==> config.mk <==
export PLATFORM = sky130hd
export DESIGN_NAME = irq_reg_bank
export DESIGN_NICKNAME = d
export VERILOG_FILES = /design/src/rtl/irq_bank_pkg.sv /design/src/rtl/irq_bitmap_regs.sv /design/src/rtl/irq_prio_regs.sv /design/src/rtl/irq_winner.sv /design/src/rtl/irq_reg_bank.sv
export SDC_FILE = /design/constraint.sdc
export NUM_CORES = 1
export LEC_CHECK = 0
export ABC_AREA = 1
export ABC_CLOCK_PERIOD_IN_PS = 36500
export BUFFER_PORTS_ARGS = -buffer_cell sky130_fd_sc_hd__buf_2
export CORE_MARGIN = 8
export CORE_UTILIZATION = 50
export DETAILED_ROUTE_END_ITERATION = 7
export PLACE_DENSITY = 0.76
export SLEW_MARGIN = 20
export SYNTH_ARGS = -nofsm -noshare
export SYNTH_HDL_FRONTEND = slang
export SYNTH_SLANG_ARGS = --single-unit
==> constraint.sdc <==
create_clock -name clk -period 36.5 [get_ports clk]
set_clock_uncertainty 0.2 [all_clocks]
set_input_delay 1.825 -clock clk [delete_from_list [all_inputs] [get_ports clk]]
set_output_delay 1.825 -clock clk [all_outputs]
set_load 0.02 [all_outputs]
==> src/rtl/irq_bank_pkg.sv <==
package irq_bank_pkg;

    localparam int ADDR_W  = 8;
    localparam int DATA_W  = 32;
    localparam int LANES   = DATA_W / 8;
    localparam int FIELD_W = 8;

    typedef enum logic [2:0] {
        GRP_SET_EN,
        GRP_CLR_EN,
        GRP_SET_PEND,
        GRP_CLR_PEND,
        GRP_ACTIVE,
        GRP_PRIO,
        GRP_NONE
    } grp_e;

    // Group is chosen by the top three word-address bits.
    function automatic grp_e decode_grp(input logic [ADDR_W-1:0] a);
        unique case (a[ADDR_W-1:ADDR_W-3])
            3'd0:       return GRP_SET_EN;
            3'd1:       return GRP_CLR_EN;
            3'd2:       return GRP_SET_PEND;
            3'd3:       return GRP_CLR_PEND;
            3'd4:       return GRP_ACTIVE;
            3'd6, 3'd7: return GRP_PRIO;
            default:    return GRP_NONE;
        endcase
    endfunction

    function automatic logic [DATA_W-1:0] lane_mask(input logic [LANES-1:0] be);
        logic [DATA_W-1:0] m;
        for (int i = 0; i < LANES; i++) m[i*8 +: 8] = {8{be[i]}};
        return m;
    endfunction

endpackage

==> src/rtl/irq_bitmap_regs.sv <==
module irq_bitmap_regs #(
    parameter int K = 1,
    localparam int N = 32 * K
) (
    input  logic         clk,
    input  logic         rst_n,
    input  logic         set_we,
    input  logic         clr_we,
    input  logic [4:0]   word_idx,
    input  logic [31:0]  wmask,
    input  logic [N-1:0] req,
    output logic [N-1:0] state
);

    logic [N-1:0] set_v;
    logic [N-1:0] clr_v;
    logic [N-1:0] req_q;
    logic [N-1:0] rise;

    generate
        for (genvar w = 0; w < K; w++) begin : g_word
            assign set_v[w*32 +: 32] = (set_we && word_idx == 5'(w)) ? wmask : '0;
            assign clr_v[w*32 +: 32] = (clr_we && word_idx == 5'(w)) ? wmask : '0;
        end
    endgenerate

    assign rise = req & ~req_q;

    // Request edge is ORed last so it beats a same-cycle clear.
    always_ff @(posedge clk) begin
        if (!rst_n) begin
            state <= '0;
            req_q <= '0;
        end else begin
            req_q <= req;
            state <= ((state | set_v) & ~clr_v) | rise;
        end
    end

endmodule

==> src/rtl/irq_prio_regs.sv <==
module irq_prio_regs #(
    parameter int K           = 1,
    parameter int PRIO_BITS   = 3,
    parameter int BYTE_WRITES = 1,
    localparam int N     = 32 * K,
    localparam int WORDS = N / 4
) (
    input  logic                   clk,
    input  logic                   rst_n,
    input  logic                   wr_en,
    input  logic [5:0]             word_idx,
    input  logic [3:0]             be,
    input  logic [31:0]            wdata,
    output logic [N*PRIO_BITS-1:0] prio_flat,
    output logic [31:0]            rd_word
);

    logic unused_wdata_bits;
    assign unused_wdata_bits = ^wdata;

    generate
        for (genvar n = 0; n < N; n++) begin : g_line
            localparam int WI = n / 4;
            localparam int FI = n % 4;
            logic                 lane_ok;
            logic [PRIO_BITS-1:0] val_q;

            if (BYTE_WRITES != 0) begin : g_byte
                assign lane_ok = be[FI];
            end else begin : g_word
                assign lane_ok = &be;
            end

            always_ff @(posedge clk) begin
                if (!rst_n) begin
                    val_q <= '0;
                end else if (wr_en && word_idx == 6'(WI) && lane_ok) begin
                    val_q <= wdata[FI*8 + 8 - PRIO_BITS +: PRIO_BITS];
                end
            end

            assign prio_flat[n*PRIO_BITS +: PRIO_BITS] = val_q;
        end
    endgenerate

    always_comb begin
        rd_word = '0;
        for (int w = 0; w < WORDS; w++) begin
            if (word_idx == 6'(w)) begin
                for (int f = 0; f < 4; f++) begin
                    rd_word[f*8 + 8 - PRIO_BITS +: PRIO_BITS] = prio_flat[(w*4+f)*PRIO_BITS +: PRIO_BITS];
                end
            end
        end
    end

endmodule

==> src/rtl/irq_winner.sv <==
module irq_winner #(
    parameter int N         = 32,
    parameter int PRIO_BITS = 3,
    localparam int ID_W     = $clog2(N)
) (
    input  logic [N-1:0]           elig,
    input  logic [N*PRIO_BITS-1:0] prio_flat,
    output logic                   valid,
    output logic [ID_W-1:0]        id
);

    logic [PRIO_BITS-1:0] best;

    // Strict compare keeps the lowest index on equal priority.
    always_comb begin
        valid = 1'b0;
        id    = '0;
        best  = '1;
        for (int n = 0; n < N; n++) begin
            if (elig[n] && (!valid || prio_flat[n*PRIO_BITS +: PRIO_BITS] < best)) begin
                valid = 1'b1;
                best  = prio_flat[n*PRIO_BITS +: PRIO_BITS];
                id    = ID_W'(n);
            end
        end
    end

endmodule

==> src/rtl/irq_reg_bank.sv <==
module irq_reg_bank
    import irq_bank_pkg::*;
#(
    parameter int K           = 1,
    parameter int PRIO_BITS   = 3,
    parameter int BYTE_WRITES = 1,
    localparam int N    = 32 * K,
    localparam int ID_W = $clog2(N)
) (
    input  logic              clk,
    input  logic              rst_n,
    input  logic              bus_wr,
    input  logic              bus_rd,
    input  logic [ADDR_W-1:0] bus_addr,
    input  logic [LANES-1:0]  bus_be,
    input  logic [DATA_W-1:0] bus_wdata,
    output logic [DATA_W-1:0] bus_rdata,
    output logic              bus_rvalid,
    input  logic [N-1:0]      irq_req,
    input  logic [N-1:0]      irq_active,
    output logic              win_valid,
    output logic [ID_W-1:0]   win_id
);

    grp_e                   grp;
    logic [DATA_W-1:0]      wmask;
    logic [N-1:0]           en_q;
    logic [N-1:0]           pend_q;
    logic [N*PRIO_BITS-1:0] prio_flat;
    logic [DATA_W-1:0]      prio_rd;
    logic [DATA_W-1:0]      en_rd;
    logic [DATA_W-1:0]      pend_rd;
    logic [DATA_W-1:0]      act_rd;
    logic [DATA_W-1:0]      rd_mux;

    assign grp   = decode_grp(bus_addr);
    assign wmask = bus_wdata & lane_mask(bus_be);

    irq_bitmap_regs #(.K(K)) u_en (
        .clk      (clk),
        .rst_n    (rst_n),
        .set_we   (bus_wr && grp == GRP_SET_EN),
        .clr_we   (bus_wr && grp == GRP_CLR_EN),
        .word_idx (bus_addr[4:0]),
        .wmask    (wmask),
        .req      ({N{1'b0}}),
        .state    (en_q)
    );

    irq_bitmap_regs #(.K(K)) u_pend (
        .clk      (clk),
        .rst_n    (rst_n),
        .set_we   (bus_wr && grp == GRP_SET_PEND),
        .clr_we   (bus_wr && grp == GRP_CLR_PEND),
        .word_idx (bus_addr[4:0]),
        .wmask    (wmask),
        .req      (irq_req),
        .state    (pend_q)
    );

    irq_prio_regs #(.K(K), .PRIO_BITS(PRIO_BITS), .BYTE_WRITES(BYTE_WRITES)) u_prio (
        .clk       (clk),
        .rst_n     (rst_n),
        .wr_en     (bus_wr && grp == GRP_PRIO),
        .word_idx  (bus_addr[5:0]),
        .be        (bus_be),
        .wdata     (bus_wdata),
        .prio_flat (prio_flat),
        .rd_word   (prio_rd)
    );

    irq_winner #(.N(N), .PRIO_BITS(PRIO_BITS)) u_win (
        .elig      (en_q & pend_q),
        .prio_flat (prio_flat),
        .valid     (win_valid),
        .id        (win_id)
    );

    always_comb begin
        en_rd   = '0;
        pend_rd = '0;
        act_rd  = '0;
        for (int w = 0; w < K; w++) begin
            if (bus_addr[4:0] == 5'(w)) begin
                en_rd   = en_q[w*32 +: 32];
                pend_rd = pend_q[w*32 +: 32];
                act_rd  = irq_active[w*32 +: 32];
            end
        end
    end

    always_comb begin
        unique case (grp)
            GRP_SET_EN, GRP_CLR_EN:     rd_mux = en_rd;
            GRP_SET_PEND, GRP_CLR_PEND: rd_mux = pend_rd;
            GRP_ACTIVE:                 rd_mux = act_rd;
            GRP_PRIO:                   rd_mux = prio_rd;
            default:                    rd_mux = '0;
        endcase
    end

    always_ff @(posedge clk) begin
        if (!rst_n) begin
            bus_rvalid <= 1'b0;
            bus_rdata  <= '0;
        end else begin
            bus_rvalid <= bus_rd;
            if (bus_rd) bus_rdata <= rd_mux;
        end
    end

endmodule

* Yosys cells after proc, flatten, opt, wreduce, memory -nomap -nowiden
Cells that the tools add are included.
** Storage, ports and cells
- Bits in registers :: 225
- Latch bits :: 0
- Bits in writable memories :: 0
- ROM bits :: 0
- Input port bits :: 112
- Output and inout bits :: 39
- Word-level logic and storage cells :: 381
- Memories kept :: 0
** Operators by class
- $add $sub $neg :: 0
- $mul :: 0
- Div/mod/pow operators :: 0
- $lt $le $gt $ge :: 31
- Equality and inequality tests :: 18
- Shifts and indexed selects :: 0
- Mux-type cells :: 135
- Bitwise logic cells :: 11
- Reductions and logical operators :: 149
** Operators with widths (number)
- $mux 32 :: 7
- $mux 3 :: 67
- $and 32x32->32 :: 5
- $pmux 32 s4 :: 1
- $not 32->32 :: 3
- $or 32x32->32 :: 3
- $lt 3x3->1 :: 31
- $logic_and 1x1->1 :: 80
- $mux 5 :: 16
- $mux 1 :: 33
- $mux 4 :: 8
- $logic_not 1->1 :: 31
- $logic_or 1x1->1 :: 31
- $eq 6x3->1 const B :: 4
- $pmux 3 s6 :: 1
- $eq 3x3->1 const B :: 5
- $eq 3x2->1 const B :: 4
- $eq 6x2->1 const B :: 2
- $eq 3x1->1 const B :: 2
- $eq 6x1->1 const B :: 1
- $logic_not 3->1 :: 2
- $logic_not 6->1 :: 1
- $reduce_or 2->1 :: 3
- $logic_not 5->1 :: 1
- $mux 2 :: 2

* Longest topological paths before layout
Gate-level depths: netlist (run 1).
- Depth in word-level cells :: 126
- Gate-level depth with buffers :: 280

* Modules after synthesis
A second synthesis (run 1) with hierarchy kept.
** Second synthesis, totals
- Cells, all modules :: 2950
- Area, all modules :: 17624.4 sq um
** Modules (own cells, without submodules)
- irq_bitmap_regs :: instances 2, cells an instance 439, area each 2931.6 sq um, seq. area each 1281.2 sq um
- irq_prio_regs :: instances 1, cells an instance 646, area each 4647.0 sq um, seq. area each 1921.8 sq um
- irq_winner :: instances 1, cells an instance 885, area each 4269.1 sq um, seq. area each 0.0 sq um
- irq_reg_bank :: instances 1, cells an instance 541, area each 2845.2 sq um, seq. area each 660.6 sq um

* Least setup slack after synthesis (run 1)
OpenSTA, ideal clock, no wires.
- Path type :: flip-flop to output port
- Start :: register u_en.state[0]
- End :: output win_id[0]
- Data arrival time :: 26076 ps
- Required time :: 34475 ps
- Path slack :: 8399 ps
- Stages on the path, launching flop included :: 250
- Buffers on the path :: 0
- Path through :: dfxtp_1 > nand2_2 > nor2_1 > ha_1 > inv_1 > a21oi_1 > nand2_1 > nand2_1 > nand2_2 > nand2_2 > o21ai_0 > ha_1 > nand2_1 > clkinv_1 > nand2_1 > nand2_1 > nand2_2 > nand2_2 > (+214 left out) > nand2_1 > nand2_2 > o21ai_0 > ha_1 > nand2_1 > inv_1 > nand2_1 > nand2_1 > nand2_2 > nand2_2 > nand2_1 > o21ai_1 > ha_1 > a21oi_1 > nand2_1 > nand2_1 > nand2_2 > nand2_1
** On the way
- Longest elaborated chain between the ends :: 126
- Elaborated cells on any way between the ends :: 218
** Ends and longest elaborated chain
- start: declaration :: RTL line irq_bitmap_regs.sv:12 : output logic [N-1:0] state
- start signal: assignment :: RTL line irq_bitmap_regs.sv:36 : state <= ((state | set_v) & ~clr_v) | rise;
- $and 32x32->32 * :: RTL line irq_reg_bank.sv:73 : .elig (en_q & pend_q),
- $mux 3 or $mux 1 (tied branches) :: RTL line irq_winner.sv:20 : if (elig[n] && (!valid || prio_flat[n*PRIO_BITS +: PRIO_BITS] < best)) begin
- $lt 3x3->1 or $logic_not 1->1 (tied branches) :: RTL line irq_winner.sv:20
- $logic_or 1x1->1 :: RTL line irq_winner.sv:20
- $logic_and 1x1->1 :: RTL line irq_winner.sv:20
- $mux 3 or $mux 1 (tied branches) :: RTL line irq_winner.sv:20
- $lt 3x3->1 or $logic_not 1->1 (tied branches) :: RTL line irq_winner.sv:20
- $logic_or 1x1->1 :: RTL line irq_winner.sv:20
- (+110 left out)
- $lt 3x3->1 or $logic_not 1->1 (tied branches) :: RTL line irq_winner.sv:20
- $logic_or 1x1->1 :: RTL line irq_winner.sv:20
- $logic_and 1x1->1 :: RTL line irq_winner.sv:20
- $mux 3 or $mux 1 (tied branches) :: RTL line irq_winner.sv:20
- $lt 3x3->1 or $logic_not 1->1 (tied branches) :: RTL line irq_winner.sv:20
- $logic_or 1x1->1 :: RTL line irq_winner.sv:20
- $logic_and 1x1->1 :: RTL line irq_winner.sv:20
- $mux 5 * :: RTL line irq_winner.sv:20
- end: declaration :: RTL line irq_reg_bank.sv:22 : output logic [ID_W-1:0] win_id
Mark *: on every way between the ends. The rest lies on a longest branch, timed or not.

* Worst setup path in the final report (run 1)
- Start :: register u_en.state[0]
- End :: output win_id[3]
Same word-level chain as after synthesis.

==> flow_summary.toml, run 1 <==
[pwr]
comb_power_share_pct = 7.7
power_switching_share_pct = 24.9
clock_power_share_pct = 45.9
power.net_switching_w = 0.000136
p_per_area_mw_per_mm2 = 35.3
p_int_w = 0.000411
p_leak_nw = 7.77
vdd_drop_max_mv = 0.0495
seqPwrFrac_pct = 46.4
power_w = 0.000547

[cts]
clkTransAtPathRegs_ns = 0.06
clock-root-buffer = "clkbuf_16"
clk_path_buf_depth = 3
cts-buffers-inserted = 24
holdBufCountCts = 0
cts_sinks = 225
clkLatencyLatePin_ns = 0.52
cts-resized-gates = 0
h-tree-depth = 1
cts_tree = "yes"
cts_setup_buffers = 0

[die]
coreArea_sq_mm = 0.0270
start_util_pct = 50.8
fp-row-count = 60
die_x_microns = 181
die_area_sq_mm = 0.0329
fp.dieH_microns = 181
ioPinCount = 151

[timing]
hold-worst-slack_ns = 0.225
finalMaxSlewViolations = 0
final_hold_viol_count = 0
slew_headroom_pct = 23.2
tightest_slew_ns = 1.15
setup_violations = 0
fmax_mhz = 31.0
fin_setup_tns_ns = 0
fin_ws_ns = 4.21
finalCritPeriodShare_pct = 88.5
post-route-min-period_ns = 32.29
grt_setup_unrepaired = "false"

[worst_setup_path]
reg2regPathDepth = 8
worst_path_most_repeated_cell = "nand2_1"
crit_slowest_cell = "dfxtp_1"
crit_type = "reg -> out"
cp-end-kind = "primary output"
rrSetupSlack_ns = 34.42
required_ns = 34.47
r2r_end = "bus_rdata[14]$_SDFFE_PN0P_"
start_kind = "register"
slowest_delay_ns = 0.38
crit_fanout = 9
worstPathArrival_ns = 30.27
r2r-start = "u_prio.g_line[1].val_q[1]$_SDFFE_PN0P_"

[min_path]
min_to = "u_pend.state[17]$_SDFF_PN0_"
min_from = "u_pend.req_q[17]$_SDFF_PN0_"
min_path_type = "reg -> reg"
hold_depth = 1

[drt]
detail-route-antenna-nets = 0
viasPerCell = 5.73
drc_errors = 0
dr.pass1.iters = 7
drtIter0Drc = 1576
routedWlPerCell_microns = 18.1
drt-total-wl_microns = 47500
vias = 15100

[grt]
gr-usage-all-layers_pct = 27.5
grt_pass1_wl_microns = 74400
grt_max_degree = 104
grt.overflow.total = 0
grt_pass1_vias = 14200
antenna_found_initial = 3

[layout]
final.fill_count = 2544
fin_nets = 2415
fin_area_sq_mm = 0.0155
syn_to_final_growth_pct = 13.3
multi_input_area_sq_mm = 0.00762
drive_gt1_share_pct = 12.7
regArea_sq_mm = 0.00450

[logic_synthesis]
synth.net_count = 2303
ys_types = 28
ys_seq_area_share_pct = 32.9
ys_seq_elements = 225
synth_cells = 2158
syn-mean-instance-area_sq_um = 6.35
syn_area_sq_mm = 0.0137
yosys_warnings = 0

[run_status]
status = "complete, no violations"

[run]
cap_violations = 0

[placed_design]
post-dp-hpwl_microns = 34700
gp_congestion = 0.988
pre_cts_slack_ns = 5.00
portBuffers = 150
dpl_cell_area_sq_mm = 0.0147
sequential cells by signal, summed over array words and instances (netlist names):
register	cells
u_en.state	32
u_pend.req_q	32
bus_rvalid	1
bus_rdata	32
u_pend.state	32
u_prio.g_line.val_q	96
power groups by stage:
stage / clock network, W / registers, W / logic, W
after floorplan: 0 / 0.000259 / 0.0000230
after global placement: 0 / 0.000259 / 0.0000397
after detailed placement: 0 / 0.000259 / 0.0000405
after CTS: 0.000251 / 0.000254 / 0.0000409
after global routing: 0.000262 / 0.000254 / 0.0000456
final: 0.000251 / 0.000254 / 0.0000421
cells by family after synthesis:
logic type	after synthesis	synth area share, %
adder cells (fa/ha/maj)	33	3.02
buffers and inverters	426	11.7
flip-flops	225	32.9
AND/OR/NAND/NOR	943	30.6
AO/OA/AOI/OAI	531	21.8
metrics by stage:
step	utilization, %	std cells
floorplan	-	2158
global placement	54.6	2585
detailed placement	54.6	2585
CTS	57.6	2628
global route	57.6	2628
finish	57.6	2630
metal layers:
layer	GRT usage [%]	vias up	wire length [microns]	share of wire [%]
met5	0	-	39	0.082
met4	10.9	6	2080	4.4
met3	5.19	149	4920	10
met2	44.3	824	20800	44
met1	35.9	6802	19700	41
li1	-	7281	-	-
worst max-delay path by stage:
stage	startpoint	to	cells past startpoint
2_1_floorplan	u_en.state[0]$_SDFF_PN0_	win_id[0]	249
3_3_place_gp	u_en.state[0]$_SDFF_PN0_	win_id[3]	250
3_5_place_dp	u_en.state[0]$_SDFF_PN0_	win_id[2]	250
4_1_cts	u_en.state[0]$_SDFF_PN0_	win_id[2]	250
5_1_grt	u_en.state[0]$_SDFF_PN0_	win_id[1]	250
6_report	u_en.state[0]$_SDFF_PN0_	win_id[3]	250
cell usage in the layout, fill, tap and decap left out, drive strengths merged, types with 2 or more instances in the layout:
master    instances
nand2           629
inv             319
dfxtp           225
nand3           209
o21ai           202
a21oi           186
buf             162
nor2             96
o211ai           49
clkinv           37
ha               33
clkbuf           33
a211oi           32
o22ai            32
o221ai           13
a22oi            12
nor3              7
diode             2
a31oi             2
bufinv            2
clkinvlp          2
area by class of cell:
cell class / count / share of cell area [%]
antenna: 2 / 0.0323
clock buffer: 33 / 4.48
clock inverter: 10 / 0.677
inverter: 350 / 8.49
multi-input combinational: 1507 / 49.1
sequential: 225 / 29.0
tap: 341 / 2.75
timing repair buffer: 162 / 5.42
synth_stat cells:
master	instances	area, sq um
nand4_1	1	6.26
nor3_1	7	35.0
dfxtp_1	225	4500
inv_2	4	15.0
inv_1	314	1180
o211ai_1	49	368
nand2_4	34	383
o22ai_1	32	200
nor2_1	96	360
clkinv_1	31	116
nand3_1	209	1050
nand3b_1	1	7.51
buf_1	5	18.8
o21ai_0	199	996
o221ai_1	13	114
inv_4	1	6.26
o21a_1	1	7.51
a21boi_0	1	7.51
clkbuf_1	71	267
a311oi_1	1	8.76
a21oi_1	186	931
ha_1	33	413
a22oi_1	12	90.1
a211oi_1	32	240
a31oi_1	2	12.5
o21ai_1	3	15.0
nand2_2	45	282
nand2_1	550	2060
critical path: cells and delay by family (launching register included):
| kind | cells | cell delay (ns) |
|---|---|---|
| simple gates | 156 | 11.62 |
| fa+ha+maj | 31 | 8.68 |
| compound gates | 32 | 7.34 |
| buf+inv | 31 | 1.74 |
| flops | 1 | 0.38 |
(Power assumes the default switching activity.)
==> run 2, diff against run 1 <==
--- a/config.mk
+++ b/config.mk
@@ -5,13 +5,13 @@
 export SDC_FILE = /design/constraint.sdc
 export NUM_CORES = 1
 export LEC_CHECK = 0
-export ABC_AREA = 1
 export ABC_CLOCK_PERIOD_IN_PS = 36500
 export BUFFER_PORTS_ARGS = -buffer_cell sky130_fd_sc_hd__buf_2
 export CORE_MARGIN = 8
 export CORE_UTILIZATION = 50
+export CTS_CLUSTER_DIAMETER = 50
 export DETAILED_ROUTE_END_ITERATION = 7
-export PLACE_DENSITY = 0.76
+export PLACE_DENSITY = 0.75
 export SLEW_MARGIN = 20
 export SYNTH_ARGS = -nofsm -noshare
 export SYNTH_HDL_FRONTEND = slang
==> run 2 against run 1 <==
Fmax fell by 11%. Via count rose by 18%. Wire length rose by 27%. Non-clock buffer count rose by 176. Area after synthesis rose by 15%. Core utilization rose by 6.5 points. Largest cell class unchanged. Highest routed layer unchanged.
==> flow_summary.toml, run 2 <==
[die]
fp-row-count = 65
ioPinCount = 151
coreArea_sq_mm = 0.0313
die_area_sq_mm = 0.0374
die_x_microns = 194
start_util_pct = 50.3
fp.dieH_microns = 194

[cts]
clock-root-buffer = "clkbuf_16"
clkLatencyLatePin_ns = 0.56
cts_sinks = 225
cts_tree = "yes"
h-tree-depth = 1
clkTransAtPathRegs_ns = 0.06
clk_path_buf_depth = 3
cts-buffers-inserted = 28

[run_status]
status = "complete, no violations"

[pwr]
p_leak_nw = 7.93
p_per_area_mw_per_mm2 = 29.4
vdd_drop_max_mv = 0.0389

[logic_synthesis]
synth_cells = 2128
ys_seq_area_share_pct = 28.6
yosysTopAreaCell = "dfxtp_1"
synth.area.top_cells = "dfxtp_1, nand2_1, nand3_1, a21boi_0, o21ai_0"
synth_edf_count = 0
yosys_warnings = 0
netlist.area_leader.share_pct = 28.6
synth_ff_type = "dfxtp_1"
async_reset_ff_share_pct = 0
ys_seq_elements = 225
syn_area_sq_mm = 0.0158
netlist_top_cells_count = "nand2_1, dfxtp_1, nand3_1"
ys_types = 110
syn-mean-instance-area_sq_um = 7.40
synth.net_count = 2273
synth.most_common_cell = "nand2_1"

[timing]
finalMaxSlewViolations = 0
fin_ws_ns = 0.301
tightest_slew_ns = 1.06
slew_headroom_pct = 29.2
finalCritPeriodShare_pct = 99.2
fmax_mhz = 27.6
setup_violations = 0
fin_setup_tns_ns = 0
post-route-min-period_ns = 36.20
hold-worst-slack_ns = 0.276
grt_setup_unrepaired = "true"
final_hold_viol_count = 0

[min_path]
min_path_type = "reg -> reg"

[drt]
vias = 17700
detail-route-antenna-nets = 0
viasPerCell = 6.35
routedWlPerCell_microns = 21.6
drc_errors = 0
drtIter0Drc = 2154
dr.pass1.iters = 6
drt-total-wl_microns = 60200

[worst_setup_path]
crit_type = "reg -> out"
required_ns = 34.47
crit_slowest_cell = "a211o_1"
worst_path_most_repeated_cell = "ha_4"
slowest_delay_ns = 0.37
crit_fanout = 5
worstPathArrival_ns = 34.17
cp-end-kind = "primary output"
start_kind = "register"

[layout]
diodes = 0
final_core_util_pct = 64.1
mostFrequentLayoutCells = "nand2_1, dfxtp_1, buf_4, nand3_1, o21ai_0"
largest_reg_flops = 96
fin_nets = 2514
regMostFlops = "u_prio.g_line.val_q"
final_common_cell = "nand2_1"
drive_gt1_share_pct = 26.2
syn_to_final_growth_pct = 27.4

[grt]
grt_pass1_wl_microns = 90500
grt.overflow.total = 0
gr-usage-all-layers_pct = 29.3
grt_max_degree = 127
grt_pass1_vias = 16400
antenna_found_initial = 1

[placed_design]
post-dp-hpwl_microns = 42000
pre_cts_slack_ns = -1.58
gp_congestion = 1.00
portBuffers = 150

[run]
cap_violations = 0
==> run 2: cell types whose count changed after synthesis, moves of 46 or more <==
cell / before / now
a21oi_1: 186 / 98
a21boi_0: 1 / 117
nor2b_1: 0 / 80
and2_1: 0 / 77
nand2_1: 550 / 357
inv_1: 314 / 69
clkbuf_1: 71 / 118
mux2i_1: 0 / 46
==> run 2: routing by layer <==
layer  share of wire [%]  global-route usage [%]  vias up
li1                    -                       -     8155
met1                  42                    40.9     8365
met2                  43                    44.8     1023
met3                  10                    4.93      171
met4                 3.8                    10.5        5
met5               0.095                    1.32        -
==> run 2: worst max-delay path: cells and delay by family, from the launching register on <==
family | cells | cell delay, ns
DFF | 1 | 0.33
and+or+nand+nor | 54 | 6.38
muxes | 21 | 5.69
adders and majority gates | 31 | 7.13
buffers and inverters | 26 | 1.96
AOI/OAI and AO/OA | 78 | 12.04
==> run 2: path summary, 6_finish.rpt <==
| kind | slack [ns] | cells after the start | start | end |
|---|---|---|---|---|
| min reg2reg | 0.28 | 2 | u_prio.g_line[27].val_q[1]$_SDFFE_PN0P_ | u_prio.g_line[27].val_q[1]$_SDFFE_PN0P_ |
| max reg2reg | 34.18 | 8 | u_prio.g_line[4].val_q[1]$_SDFFE_PN0P_ | bus_rdata[6]$_SDFFE_PN0P_ |
| min | 0.28 | 2 | u_prio.g_line[27].val_q[1]$_SDFFE_PN0P_ | u_prio.g_line[27].val_q[1]$_SDFFE_PN0P_ |
| max | 0.30 | 210 | u_pend.state[0]$_SDFF_PN0_ | win_id[1] |
==> run 2: metrics by stage <==
stage / instance area [sq um] / power (W) / cells
6_report: 20100 / 0.000590 / 2791
5_1_grt: 20100 / 0.000604 / 2791
4_1_cts: 18900 / 0.000589 / 2749
3_5_place_dp: 17300 / 0.000301 / 2646
3_3_place_gp: 17300 / 0.000301 / 2646
2_1_floorplan: 15800 / 0.000283 / 2128
==> run 2: layout make-up <==
type	instances	area, sq um
clock inverter	11	163
clock buffer	39	803
timing repair buffer	338	2200
inverter	70	278
fill	2588	11200
tap	402	503
multi-input combinational	1706	11600
sequential	225	4510
==> run 2: repair_timing <==
item | CTS | global route
pin swaps | 54 | 92
hold buffers | 0 | 0
setup endpoints to repair | 5 | 5
setup buffers | 53 | 42
gates resized for setup | 80 | 171
==> run 2: logic make-up (layout without fill, tap and decap cells) <==
family,count (synthesis),after routing,synth area share (%)
and+or+nand+nor,919,919,28.6
AOI/OAI and AO/OA,686,686,30.7
DFF,225,225,28.6
buffers and inverters,197,458,4.88
muxes,62,62,4.16
adders and majority gates,39,39,3.03
==> run 2: power by group <==
| part | switching, W | internal [W] |
|---|---|---|
| registers | 0.00000521 | 0.000250 |
| logic | 0.0000281 | 0.0000151 |
| clock network | 0.000115 | 0.000176 |
| total | 0.000148 | 0.000442 |
==> run 3, diff against run 2 <==
--- a/config.mk
+++ b/config.mk
@@ -7,7 +7,6 @@
 export LEC_CHECK = 0
 export ABC_CLOCK_PERIOD_IN_PS = 36500
 export BUFFER_PORTS_ARGS = -buffer_cell sky130_fd_sc_hd__buf_2
-export CORE_MARGIN = 8
 export CORE_UTILIZATION = 50
 export CTS_CLUSTER_DIAMETER = 50
 export DETAILED_ROUTE_END_ITERATION = 7
==> run 3 against run 2 <==
The run now ends with DRC left. Worst setup slack got worse by 0.029 ns. Largest cell class unchanged. Sequential cell count unchanged. Highest routed layer is now met4. Combinational power about the same.
==> flow_summary.toml, run 3 (synthesis gave the netlist of run 2 again) <==
[run_status]
status = "finished with violations"
violations = "DRC"

[die]
fp.dieH_microns = 180
die_area_sq_mm = 0.0322
die_x_microns = 180
fp-row-count = 64
start_util_pct = 51.1
coreArea_sq_mm = 0.0308
ioPinCount = 151

[layout]
mostFrequentLayoutCells = "nand2_1, dfxtp_1, buf_4, nand3_1, o21ai_0"
largest_reg_flops = 96
fin_nets = 2528
final_common_cell = "nand2_1"
diodes = 0
fin_area_sq_mm = 0.0202
regMostFlops = "u_prio.g_line.val_q"
final_cells = 2801
syn_to_final_growth_pct = 28.2
drive_gt1_share_pct = 26.8

[placed_design]
post-dp-hpwl_microns = 40800
pre_cts_slack_ns = -1.33
gp_congestion = 1.00
dpl_cell_area_sq_mm = 0.0174
place_inst = 2650
portBuffers = 150

[worst_setup_path]
crit_type = "reg -> out"
cp-end-kind = "primary output"
reg2regPathDepth = 8
worstPathArrival_ns = 34.20
slowest_delay_ns = 0.37
crit_fanout = 5
start_kind = "register"
required_ns = 34.47
r2r-start = "u_prio.g_line[4].val_q[1]$_SDFFE_PN0P_"
r2r_end = "bus_rdata[6]$_SDFFE_PN0P_"
worst_path_most_repeated_cell = "ha_4"
crit_slowest_cell = "a211o_1"
rrSetupSlack_ns = 34.20

[cts]
cts_tree = "yes"
holdBufCountCts = 0
clock-root-buffer = "clkbuf_16"
cts_sinks = 225
clkTransAtPathRegs_ns = 0.06
h-tree-depth = 1
clkLatencyLatePin_ns = 0.57
cts-buffers-inserted = 29
clk_path_buf_depth = 3

[min_path]
min_from = "u_prio.g_line[27].val_q[1]$_SDFFE_PN0P_"
min_to = "u_prio.g_line[27].val_q[1]$_SDFFE_PN0P_"
min_path_type = "reg -> reg"
hold_depth = 2

[drt]
detail-route-antenna-nets = 0
dr.pass1.iters = 8
viasPerCell = 6.34
drt-total-wl_microns = 59600
drtIter0Drc = 1951
routedWlPerCell_microns = 21.3
vias = 17800
drc_errors = 11

[grt]
grt_max_degree = 123
antenna_found_initial = 0
grt_pass1_vias = 16100
grt_pass1_wl_microns = 89700
grt.overflow.total = 0
gr-usage-all-layers_pct = 34.5

[pwr]
vdd_drop_max_mv = 0.0468
p_int_w = 0.000442
power.net_switching_w = 0.000153
clock_power_share_pct = 49.6
p_leak_nw = 8.01
seqPwrFrac_pct = 43.0
p_per_area_mw_per_mm2 = 29.4
comb_power_share_pct = 7.3
power_switching_share_pct = 25.7
power_w = 0.000594

[timing]
finalMaxSlewViolations = 0
grt_setup_unrepaired = "true"
fmax_mhz = 27.6
fin_ws_ns = 0.272
post-route-min-period_ns = 36.23
slew_headroom_pct = 25.2
hold-worst-slack_ns = 0.279
final_hold_viol_count = 0
finalCritPeriodShare_pct = 99.3
setup_violations = 0
tightest_slew_ns = 1.12

[run]
cap_violations = 0
==> run 3: what timing repair did <==
action / CTS / global route
resized for setup: 80 / 170
pin swaps: 50 / 94
buffers inserted: 48 / 50
setup endpoints to repair: 5 / 5
==> run 3: power groups by stage <==
stage / clock network, W / registers [W] / logic (W)
floorplan: 0 / 0.000259 / 0.0000246
global placement: 0 / 0.000260 / 0.0000406
detailed placement: 0 / 0.000261 / 0.0000410
CTS: 0.000294 / 0.000255 / 0.0000415
global route: 0.000304 / 0.000256 / 0.0000460
finish: 0.000295 / 0.000256 / 0.0000435
==> run 3: per-stage QoR <==
stage               utilization, %  TNS, ns
global route                  65.5    -5.52
finish                        65.5        0
floorplan                        -        0
CTS                           61.7        0
detailed placement            56.3    -6.46
global placement              56.3  -0.0958
==> run 3: area by class of cell <==
| cell class | instances | area, sq um |
|---|---|---|
| tap | 396 | 495 |
| timing repair buffer | 351 | 2290 |
| inverter | 70 | 273 |
| fill | 2558 | 10600 |
| multi-input combinational | 1706 | 11600 |
| sequential | 225 | 4510 |
| clock buffer | 41 | 841 |
| clock inverter | 12 | 143 |
==> run 3: per-layer routing <==
| layer | vias to the layer above | GRT usage [%] | share of wire [%] | wire length [microns] |
|---|---|---|---|---|
| li1 | 8176 | - | - | - |
| met1 | 8458 | 47.9 | 42 | 25200 |
| met2 | 975 | 53.9 | 44 | 26000 |
| met3 | 160 | 6.38 | 11 | 6310 |
| met4 | 0 | 11.1 | 3.5 | 2090 |
| met5 | - | 0 | 0 | 0 |
==> run 3: worst max path at each step <==
stage | from | end | slack (ns) | cells past startpoint
after global placement | u_en.state[0]$_SDFF_PN0_ | win_id[1] | -0.06 | 207
after floorplan | u_pend.state[0]$_SDFF_PN0_ | win_id[1] | 0.008 | 205
after global routing | u_pend.state[0]$_SDFF_PN0_ | win_id[1] | -1.16 | 210
after CTS | u_en.state[0]$_SDFF_PN0_ | win_id[1] | 0.01 | 207
final | u_pend.state[0]$_SDFF_PN0_ | win_id[1] | 0.27 | 202
after detailed placement | u_pend.state[0]$_SDFF_PN0_ | win_id[1] | -1.33 | 208
==> run 3: worst max-delay path, delay by kind of cell (launching register included) <==
family | cells | cell delay (ns)
compound gates | 77 | 12.37
fa+ha+maj | 29 | 6.88
buf+inv | 27 | 2.28
flops | 1 | 0.32
mux | 22 | 5.92
simple gates | 47 | 5.80
